--- config.mk ---
export PLATFORM = sky130hd
export DESIGN_NAME = fracn_div_ctrl
export DESIGN_NICKNAME = d
export VERILOG_FILES = /design/src/rtl/fracn_div_pkg.sv /design/src/rtl/fracn_cfg_shadow.sv /design/src/rtl/fracn_phase_acc.sv /design/src/rtl/fracn_mod_counter.sv /design/src/rtl/fracn_ref_div.sv /design/src/rtl/fracn_div_ctrl.sv
export SDC_FILE = /design/constraint.sdc
export NUM_CORES = 1
export LEC_CHECK = 0
export ABC_AREA = 1
export BUFFER_PORTS_ARGS = -buffer_cell sky130_fd_sc_hd__buf_4
export CAP_MARGIN = 5
export CELL_PAD_IN_SITES_DETAIL_PLACEMENT = 0
export CELL_PAD_IN_SITES_GLOBAL_PLACEMENT = 1
export CORE_MARGIN = 4
export CORE_UTILIZATION = 30
export CTS_CLUSTER_SIZE = 25
export DETAILED_ROUTE_END_ITERATION = 10
export PLACE_DENSITY = 0.73
export SLEW_MARGIN = 20
export SYNTH_ARGS = -nofsm -noshare
export SYNTH_HDL_FRONTEND = slang
export SYNTH_SLANG_ARGS = --single-unit
--- constraint.sdc ---
create_clock -name clk -period 3.2 [get_ports clk]
set_input_delay 0.32 -clock clk [delete_from_list [all_inputs] [get_ports clk]]
set_output_delay 0.32 -clock clk [all_outputs]
set_load 0.005 [all_outputs]
--- src/rtl/fracn_div_pkg.sv ---
// Shared constants and types for the fractional-N divide-ratio controller.
// Assumes the integer divide value never exceeds 251, so 8 bits hold it.
package fracn_div_pkg;
    parameter int N_W    = 15;       // width of the programmed integer value
    parameter int F_W    = 20;       // width of the fraction
    parameter int R_W    = 5;        // width of the reference divide value
    parameter int N_LO   = 19;       // smallest usable integer ratio
    parameter int N_HI   = 251;      // largest usable integer ratio
    parameter int CNT_W  = 8;        // holds N_HI + 1
    parameter int N_DEF  = 35;       // reset integer value
    parameter int F_DEF  = 194180;   // reset fraction
    parameter int R_DEF  = 1;        // reset reference divide

    typedef struct packed {
        logic [CNT_W-1:0] n;
        logic [F_W-1:0]   f;
        logic             frac;
        logic [R_W-1:0]   r;
    } ratio_cfg_t;

    // Restricts a programmed integer value to the usable range.
    function automatic logic [CNT_W-1:0] clamp_n(input logic [N_W-1:0] v);
        if (v < N_W'(N_LO))
            return CNT_W'(N_LO);
        else if (v > N_W'(N_HI))
            return CNT_W'(N_HI);
        else
            return v[CNT_W-1:0];
    endfunction

    // Maps a zero reference divide onto divide-by-one.
    function automatic logic [R_W-1:0] clamp_r(input logic [R_W-1:0] v);
        return (v == '0) ? R_W'(1) : v;
    endfunction
endpackage

--- src/rtl/fracn_cfg_shadow.sv ---
// Holds the pending (shadow) ratio set and the active set.
// A load strobe fills the shadow set. The active set is replaced only on a
// feedback boundary. `eff` is the set that governs the period starting at the
// current boundary.
// Assumes `boundary` is a single-cycle strobe from the feedback counter.
module fracn_cfg_shadow
    import fracn_div_pkg::*;
(
    input  logic             clk,
    input  logic             rst_n,
    input  logic             load,
    input  logic [N_W-1:0]   n_in,
    input  logic [F_W-1:0]   f_in,
    input  logic             frac_in,
    input  logic [R_W-1:0]   r_in,
    input  logic             boundary,
    output ratio_cfg_t       eff,
    output ratio_cfg_t       active
);
    ratio_cfg_t shadow;
    logic       pend;

    // Capture clamped values into the shadow set and flag them as pending.
    always_ff @(posedge clk) begin
        if (!rst_n) begin
            shadow <= '{n: CNT_W'(N_DEF), f: F_W'(F_DEF), frac: 1'b1, r: R_W'(R_DEF)};
            pend   <= 1'b0;
        end else if (load) begin
            shadow <= '{n: clamp_n(n_in), f: f_in, frac: frac_in, r: clamp_r(r_in)};
            pend   <= 1'b1;
        end else if (boundary) begin
            pend   <= 1'b0;
        end
    end

    // Adopt the pending set at a feedback boundary.
    always_ff @(posedge clk) begin
        if (!rst_n)
            active <= '{n: CNT_W'(N_DEF), f: F_W'(F_DEF), frac: 1'b1, r: R_W'(R_DEF)};
        else if (boundary && pend)
            active <= shadow;
    end

    // Select the set that governs the next period.
    always_comb eff = pend ? shadow : active;

    assert_cfg_hold_R6: assert property (@(posedge clk) disable iff (!rst_n)
        !boundary |=> $stable(active));
    assert_cfg_apply_R6: assert property (@(posedge clk) disable iff (!rst_n)
        (boundary && pend && !load) |=> (active == $past(shadow)));
    assert_n_range_R4: assert property (@(posedge clk) disable iff (!rst_n)
        (active.n >= CNT_W'(N_LO)) && (active.n <= CNT_W'(N_HI)));
    assert_r_nonzero_R5: assert property (@(posedge clk) disable iff (!rst_n)
        active.r != '0);
endmodule

--- src/rtl/fracn_phase_acc.sv ---
// First-order phase accumulator. On every step it adds the fraction and
// reports the carry out of bit F_W-1, which selects modulus N+1.
// In integer mode it reports no carry and clears itself.
module fracn_phase_acc
    import fracn_div_pkg::*;
(
    input  logic           clk,
    input  logic           rst_n,
    input  logic           step,
    input  logic           frac_en,
    input  logic [F_W-1:0] f,
    output logic           carry
);
    logic [F_W-1:0] acc;
    logic [F_W:0]   sum;

    // Form the sum and the carry for the step taken this cycle.
    always_comb begin
        sum   = {1'b0, acc} + {1'b0, f};
        carry = frac_en & sum[F_W];
    end

    // Advance the phase on a step; clear it when fractional mode is off.
    always_ff @(posedge clk) begin
        if (!rst_n)
            acc <= '0;
        else if (step)
            acc <= frac_en ? sum[F_W-1:0] : '0;
    end

    assert_acc_clear_R3: assert property (@(posedge clk) disable iff (!rst_n)
        (step && !frac_en) |=> (acc == '0));
    assert_carry_wrap_R2: assert property (@(posedge clk) disable iff (!rst_n)
        (step && carry) |=> (acc < $past(f)));
    assert_acc_hold_R2: assert property (@(posedge clk) disable iff (!rst_n)
        !step |=> $stable(acc));
endmodule

--- src/rtl/fracn_mod_counter.sv ---
// Programmable down-counter over VCO-side events. It ends a period on the
// event that finds the count at zero, reloads with (modulus - 1), and
// registers a one-cycle feedback pulse.
// Assumes the modulus lies within N_LO .. N_HI+1.
module fracn_mod_counter
    import fracn_div_pkg::*;
(
    input  logic             clk,
    input  logic             rst_n,
    input  logic             tick,
    input  logic [CNT_W-1:0] modulus,
    output logic             boundary,
    output logic             fb_pulse
);
    logic [CNT_W-1:0] cnt;

    // Detect the last event of the running period.
    always_comb boundary = tick && (cnt == '0);

    // Count events down and reload at the period end.
    always_ff @(posedge clk) begin
        if (!rst_n)
            cnt <= CNT_W'(N_DEF - 1);
        else if (boundary)
            cnt <= modulus - CNT_W'(1);
        else if (tick)
            cnt <= cnt - CNT_W'(1);
    end

    // Register the feedback pulse.
    always_ff @(posedge clk) begin
        if (!rst_n)
            fb_pulse <= 1'b0;
        else
            fb_pulse <= boundary;
    end

    assert_fb_after_tick_R1: assert property (@(posedge clk) disable iff (!rst_n)
        fb_pulse |-> $past(tick));
    assert_hold_no_tick_R8: assert property (@(posedge clk) disable iff (!rst_n)
        !tick |=> ($stable(cnt) && !fb_pulse));
    assert_cnt_bound_R4: assert property (@(posedge clk) disable iff (!rst_n)
        cnt <= CNT_W'(N_HI));
endmodule

--- src/rtl/fracn_ref_div.sv ---
// Reference divider: one comparison pulse per r_div reference events.
// It reads r_div only when it reloads.
// Assumes r_div is never zero; the shadow logic maps zero to one.
module fracn_ref_div
    import fracn_div_pkg::*;
(
    input  logic           clk,
    input  logic           rst_n,
    input  logic           tick,
    input  logic [R_W-1:0] r_div,
    output logic           cmp_pulse
);
    logic [R_W-1:0] rcnt;

    // Count reference events down and reload after the last one.
    always_ff @(posedge clk) begin
        if (!rst_n)
            rcnt <= '0;
        else if (tick)
            rcnt <= (rcnt == '0) ? r_div - R_W'(1) : rcnt - R_W'(1);
    end

    // Register the comparison pulse.
    always_ff @(posedge clk) begin
        if (!rst_n)
            cmp_pulse <= 1'b0;
        else
            cmp_pulse <= tick && (rcnt == '0);
    end

    assert_cmp_after_tick_R5: assert property (@(posedge clk) disable iff (!rst_n)
        cmp_pulse |-> $past(tick));
    assert_cmp_gap_R5: assert property (@(posedge clk) disable iff (!rst_n)
        (tick && rcnt != '0) |=> !cmp_pulse);
endmodule

--- src/rtl/fracn_div_ctrl.sv ---
// Top of the fractional-N divide-ratio controller. It joins the shadow
// configuration, the phase accumulator, the modulus counter and the
// reference divider. The modulus of each new period is the effective N plus
// the accumulator carry taken at the same boundary.
// Assumes vco_tick and ref_tick are single-cycle enables on clk.
module fracn_div_ctrl
    import fracn_div_pkg::*;
(
    input  logic           clk,
    input  logic           rst_n,
    input  logic           vco_tick,
    input  logic           ref_tick,
    input  logic           cfg_load,
    input  logic [N_W-1:0] cfg_n,
    input  logic [F_W-1:0] cfg_f,
    input  logic           cfg_frac_en,
    input  logic [R_W-1:0] cfg_r,
    output logic           fb_pulse,
    output logic           cmp_pulse
);
    ratio_cfg_t       eff;
    ratio_cfg_t       active;
    logic             boundary;
    logic             carry;
    logic [CNT_W-1:0] modulus;

    // Choose N or N+1 for the period that starts at this boundary.
    always_comb modulus = eff.n + CNT_W'(carry);

    fracn_cfg_shadow u_cfg (
        .clk      (clk),
        .rst_n    (rst_n),
        .load     (cfg_load),
        .n_in     (cfg_n),
        .f_in     (cfg_f),
        .frac_in  (cfg_frac_en),
        .r_in     (cfg_r),
        .boundary (boundary),
        .eff      (eff),
        .active   (active)
    );

    fracn_phase_acc u_acc (
        .clk     (clk),
        .rst_n   (rst_n),
        .step    (boundary),
        .frac_en (eff.frac),
        .f       (eff.f),
        .carry   (carry)
    );

    fracn_mod_counter u_cnt (
        .clk      (clk),
        .rst_n    (rst_n),
        .tick     (vco_tick),
        .modulus  (modulus),
        .boundary (boundary),
        .fb_pulse (fb_pulse)
    );

    fracn_ref_div u_ref (
        .clk       (clk),
        .rst_n     (rst_n),
        .tick      (ref_tick),
        .r_div     (active.r),
        .cmp_pulse (cmp_pulse)
    );

    assert_modulus_range_R2: assert property (@(posedge clk) disable iff (!rst_n)
        boundary |-> ((modulus >= CNT_W'(N_LO)) && (modulus <= CNT_W'(N_HI + 1))));
endmodule

==> impl_metrics.tcl <==
set metrics [dict create \
    status "finished, final reports clean" \
    finalCoreUtilization_pct 37.3 \
    slew_viol_final 0 \
    dr.pass1.iters 4 \
    hpwl_um 10800 \
    cts_hold_buf 0 \
    period_share_pct 92.6 \
    required_ns 3.42 \
    track_usage_pct 14.1 \
    start_util_pct 30.5 \
    synth_cell_types 42 \
    viasPerCell 4.68 \
    core_area_um2 18600 \
    arrival_ns 3.18 \
    port_buffers 47 \
    max-vdd-ir-drop_uv 233 \
    switching_power_uw 833 \
    clkTransAtPathRegs_ns 0.08 \
    syn_inst 838 \
    holdWs_ns 0.169 \
    finalHoldViolCount 0 \
    grt_start_max_net_pins 64 \
    dpl.cell_count 1106 \
    nets 965 \
    drc 0 \
    wire_per_inst_um 13.6 \
    p_int_uw 2220 \
    drive_above_1_share_pct 17.4 \
    grt-ovfl-total 0 \
    power_density_nw_per_um2 440 \
    vias 5289 \
    yosysSeqAreaShare_pct 36.7 \
    cp_num_buf_inv 4 \
    cts_root_buffer "clkbuf_16" \
    yosysWarnings 0 \
    cpMostUsedCell "nand2_1" \
    finalSetupTns_ns 0 \
    pwr-share-seq_pct 45.2 \
    fin_area_um2 6950 \
    cts_tree "built" \
    swShare_pct 27.3 \
    syn_nets 910 \
    antenna_cells 0 \
    clock_latency_ns 0.37 \
    cp_top_family "simple AND/OR/NAND/NOR gates" \
    pwr-share-comb_pct 14.1 \
    drt_iter0_markers 268 \
    cts_buffer_depth 2 \
    grt_pass1_wl_um 24600 \
    max_clock_freq_mhz 337 \
    placementRows 50 \
    synth_area_um2 5680 \
    grt_pass1_vias 4862 \
    setup_viol 0 \
    endpoint_kind "register" \
    p_leak_uw 0.00315 \
    ys_ff_latch 104 \
    start_kind "register" \
    fin_cells 1131 \
    worst_path_largest_cell_delay_ns 0.45 \
    syn_to_final_growth_pct 22.4 \
    synth_area_per_cell_um2 6.78 \
    postPlaceCellArea_um2 6320 \
    htreeDepth 3 \
    drt-total-wl_um 15400 \
    max_slew_margin_pct 54.1 \
    die_x_um 146 \
    route.antenna.remaining_nets 0 \
    crit_path_max_fanout 11 \
    crit_slowest_cell "dfxtp_4" \
    grt_antenna_before_repair 0 \
    cts_sinks 104 \
    pwr-share-clk_pct 40.7 \
    hold_path.class "in2reg" \
    crit_chain "buf_12 -> inv_6 -> nand2_1 -> nand2_1 -> ha_4 -> nand2_1 -> inv_2 -> nand2_2 -> nor3_4 -> nand2_2 -> nand2_2 -> nand3_1 -> a21bo_2 -> ha_2 -> ha_2 -> inv_2 -> nor2_2 -> nand2_1 -> xor2_1 -> nand2_1 -> nand3_1 -> a21oi_1" \
    fp.dieH_um 146 \
    fin_skew_ns 0.0114 \
    max_cap_violations 0 \
    dieArea_um2 21200 \
    critPathKind "reg2reg" \
    worstMarginPinSlew_ns 0.687 \
    post-route-min-period_ns 2.96 \
    pin_count 48 \
    cts-buffers-inserted 9 \
    place.gp.congestion 0.838 \
]
==> cell type report <==
class,count,area [um2]
multi-input combinational,619,3290
clock inverter,6,103
timing repair buffer,78,642
tap,234,293
sequential,104,2090
inverter,81,313
clock buffer,9,225
fill,2022,11700
==> worst paths after layout <==
check	slack, ns	cells past startpoint	from	to
worst min register to register	0.45	2	u_cfg.active[12]	u_cfg.active[12]
worst max register to register	0.24	22	u_cfg.pend	u_cnt.cnt[4]
worst max-delay path	0.24	22	u_cfg.pend	u_cnt.cnt[4]
worst min-delay path	0.17	3	cfg_f[9]	u_cfg.shadow[15]
==> synthesized netlist by cell type <==
cell type / instances / area [um2]
a211oi_1: 1 / 7.51
a21bo_2: 1 / 10.0
a21o_1: 1 / 7.51
a21oi_1: 70 / 350
a21oi_2: 6 / 52.6
a22oi_1: 2 / 15.0
a31oi_1: 1 / 6.26
and2_1: 1 / 6.26
buf_1: 1 / 3.75
buf_2: 3 / 15.0
buf_4: 2 / 15.0
buf_6: 3 / 33.8
clkbuf_1: 25 / 93.8
clkinv_1: 1 / 3.75
clkinv_2: 1 / 5.00
dfxtp_1: 104 / 2080
fa_1: 1 / 20.0
ha_1: 25 / 313
inv_1: 74 / 278
inv_2: 4 / 15.0
inv_4: 1 / 6.26
mux2i_1: 2 / 20.0
nand2_1: 250 / 938
nand2_4: 2 / 22.5
nand3_1: 49 / 245
nand3_2: 5 / 50.1
nand3b_1: 8 / 60.1
nand4_1: 6 / 37.5
nor2_1: 74 / 278
nor2_2: 1 / 6.26
nor3_1: 10 / 50.1
nor3_4: 1 / 16.3
nor3b_1: 1 / 7.51
o211ai_1: 17 / 128
o21a_1: 1 / 7.51
o21ai_0: 62 / 310
o21ai_1: 2 / 10.0
o21bai_1: 3 / 22.5
o22ai_1: 1 / 6.26
or2_2: 3 / 18.8
xnor2_1: 1 / 8.76
xor2_1: 11 / 96.3
==> per-layer routing <==
metal | vias to the layer above | global-route usage, % | part of all wire [%]
li1 | 2841 | - | -
met1 | 2355 | 20.4 | 53
met2 | 83 | 20.8 | 42
met3 | 10 | 2.21 | 3.7
met4 | 0 | 5.56 | 1.5
met5 | - | 0 | 0
==> sequential cells by signal, indices dropped and copies added, names as in the netlist <==
register         count
u_cfg.active        34
u_cfg.shadow        34
u_acc.acc           20
u_cnt.cnt            8
u_ref.rcnt           5
u_cfg.pend           1
u_cnt.fb_pulse       1
u_ref.cmp_pulse      1
==> placed cells by master (no fill, tap or decap), types with 8 or more instances in the layout <==
master     instances
buf_4             72
nand3b_1           8
xor2_1            11
nor2_1            71
o211ai_1          17
nand2_1          241
nand2_2            9
inv_2              8
inv_1             69
a21oi_2            9
clkbuf_16         11
nor3_1             9
nand3_1           48
o21ai_0           54
ha_1              15
dfxtp_1          103
a21oi_1           67
==> metrics by stage <==
stage / power [uW] / setup slack, ns
CTS: 3050 / 0.0612
global route: 3190 / -0.0317
finish: 3060 / 0.236
floorplan: 1660 / 0.0876
detailed placement: 1800 / 0.00540
global placement: 1800 / 0.115
==> worst min-delay path, cell delays in order <==
cell	delay [ns]
buf_4	0.07
nand2_1	0.04
nand3_1	0.06
==> kinds of logic (layout without fill, tap and decap cells) <==
| group | count (synthesis) | after routing | synth area share (%) |
|---|---|---|---|
| fa+ha+maj | 26 | 26 | 5.86 |
| xor+xnor | 12 | 12 | 1.85 |
| mux | 2 | 2 | 0.353 |
| compound gates | 168 | 168 | 16.4 |
| flops | 104 | 104 | 36.7 |
| buf+inv | 115 | 174 | 8.26 |
| simple gates | 411 | 411 | 30.6 |
==> power groups by stage <==
stage | sequential (uW) | clock (uW) | combinational, uW
global placement | 1410 | 0 | 393
detailed placement | 1410 | 0 | 394
global route | 1390 | 1320 | 487
finish | 1380 | 1240 | 431
floorplan | 1400 | 0 | 264
CTS | 1380 | 1270 | 397
==> what timing repair did <==
item | CTS | global route
endpoints found under the setup margin | 1 | 6
pin swaps | 0 | 16
setup buffers | 0 | 6
cloned | 0 | 4
resized for setup | 1 | 57
No activity file was read; power rests on OpenSTA's default activity.
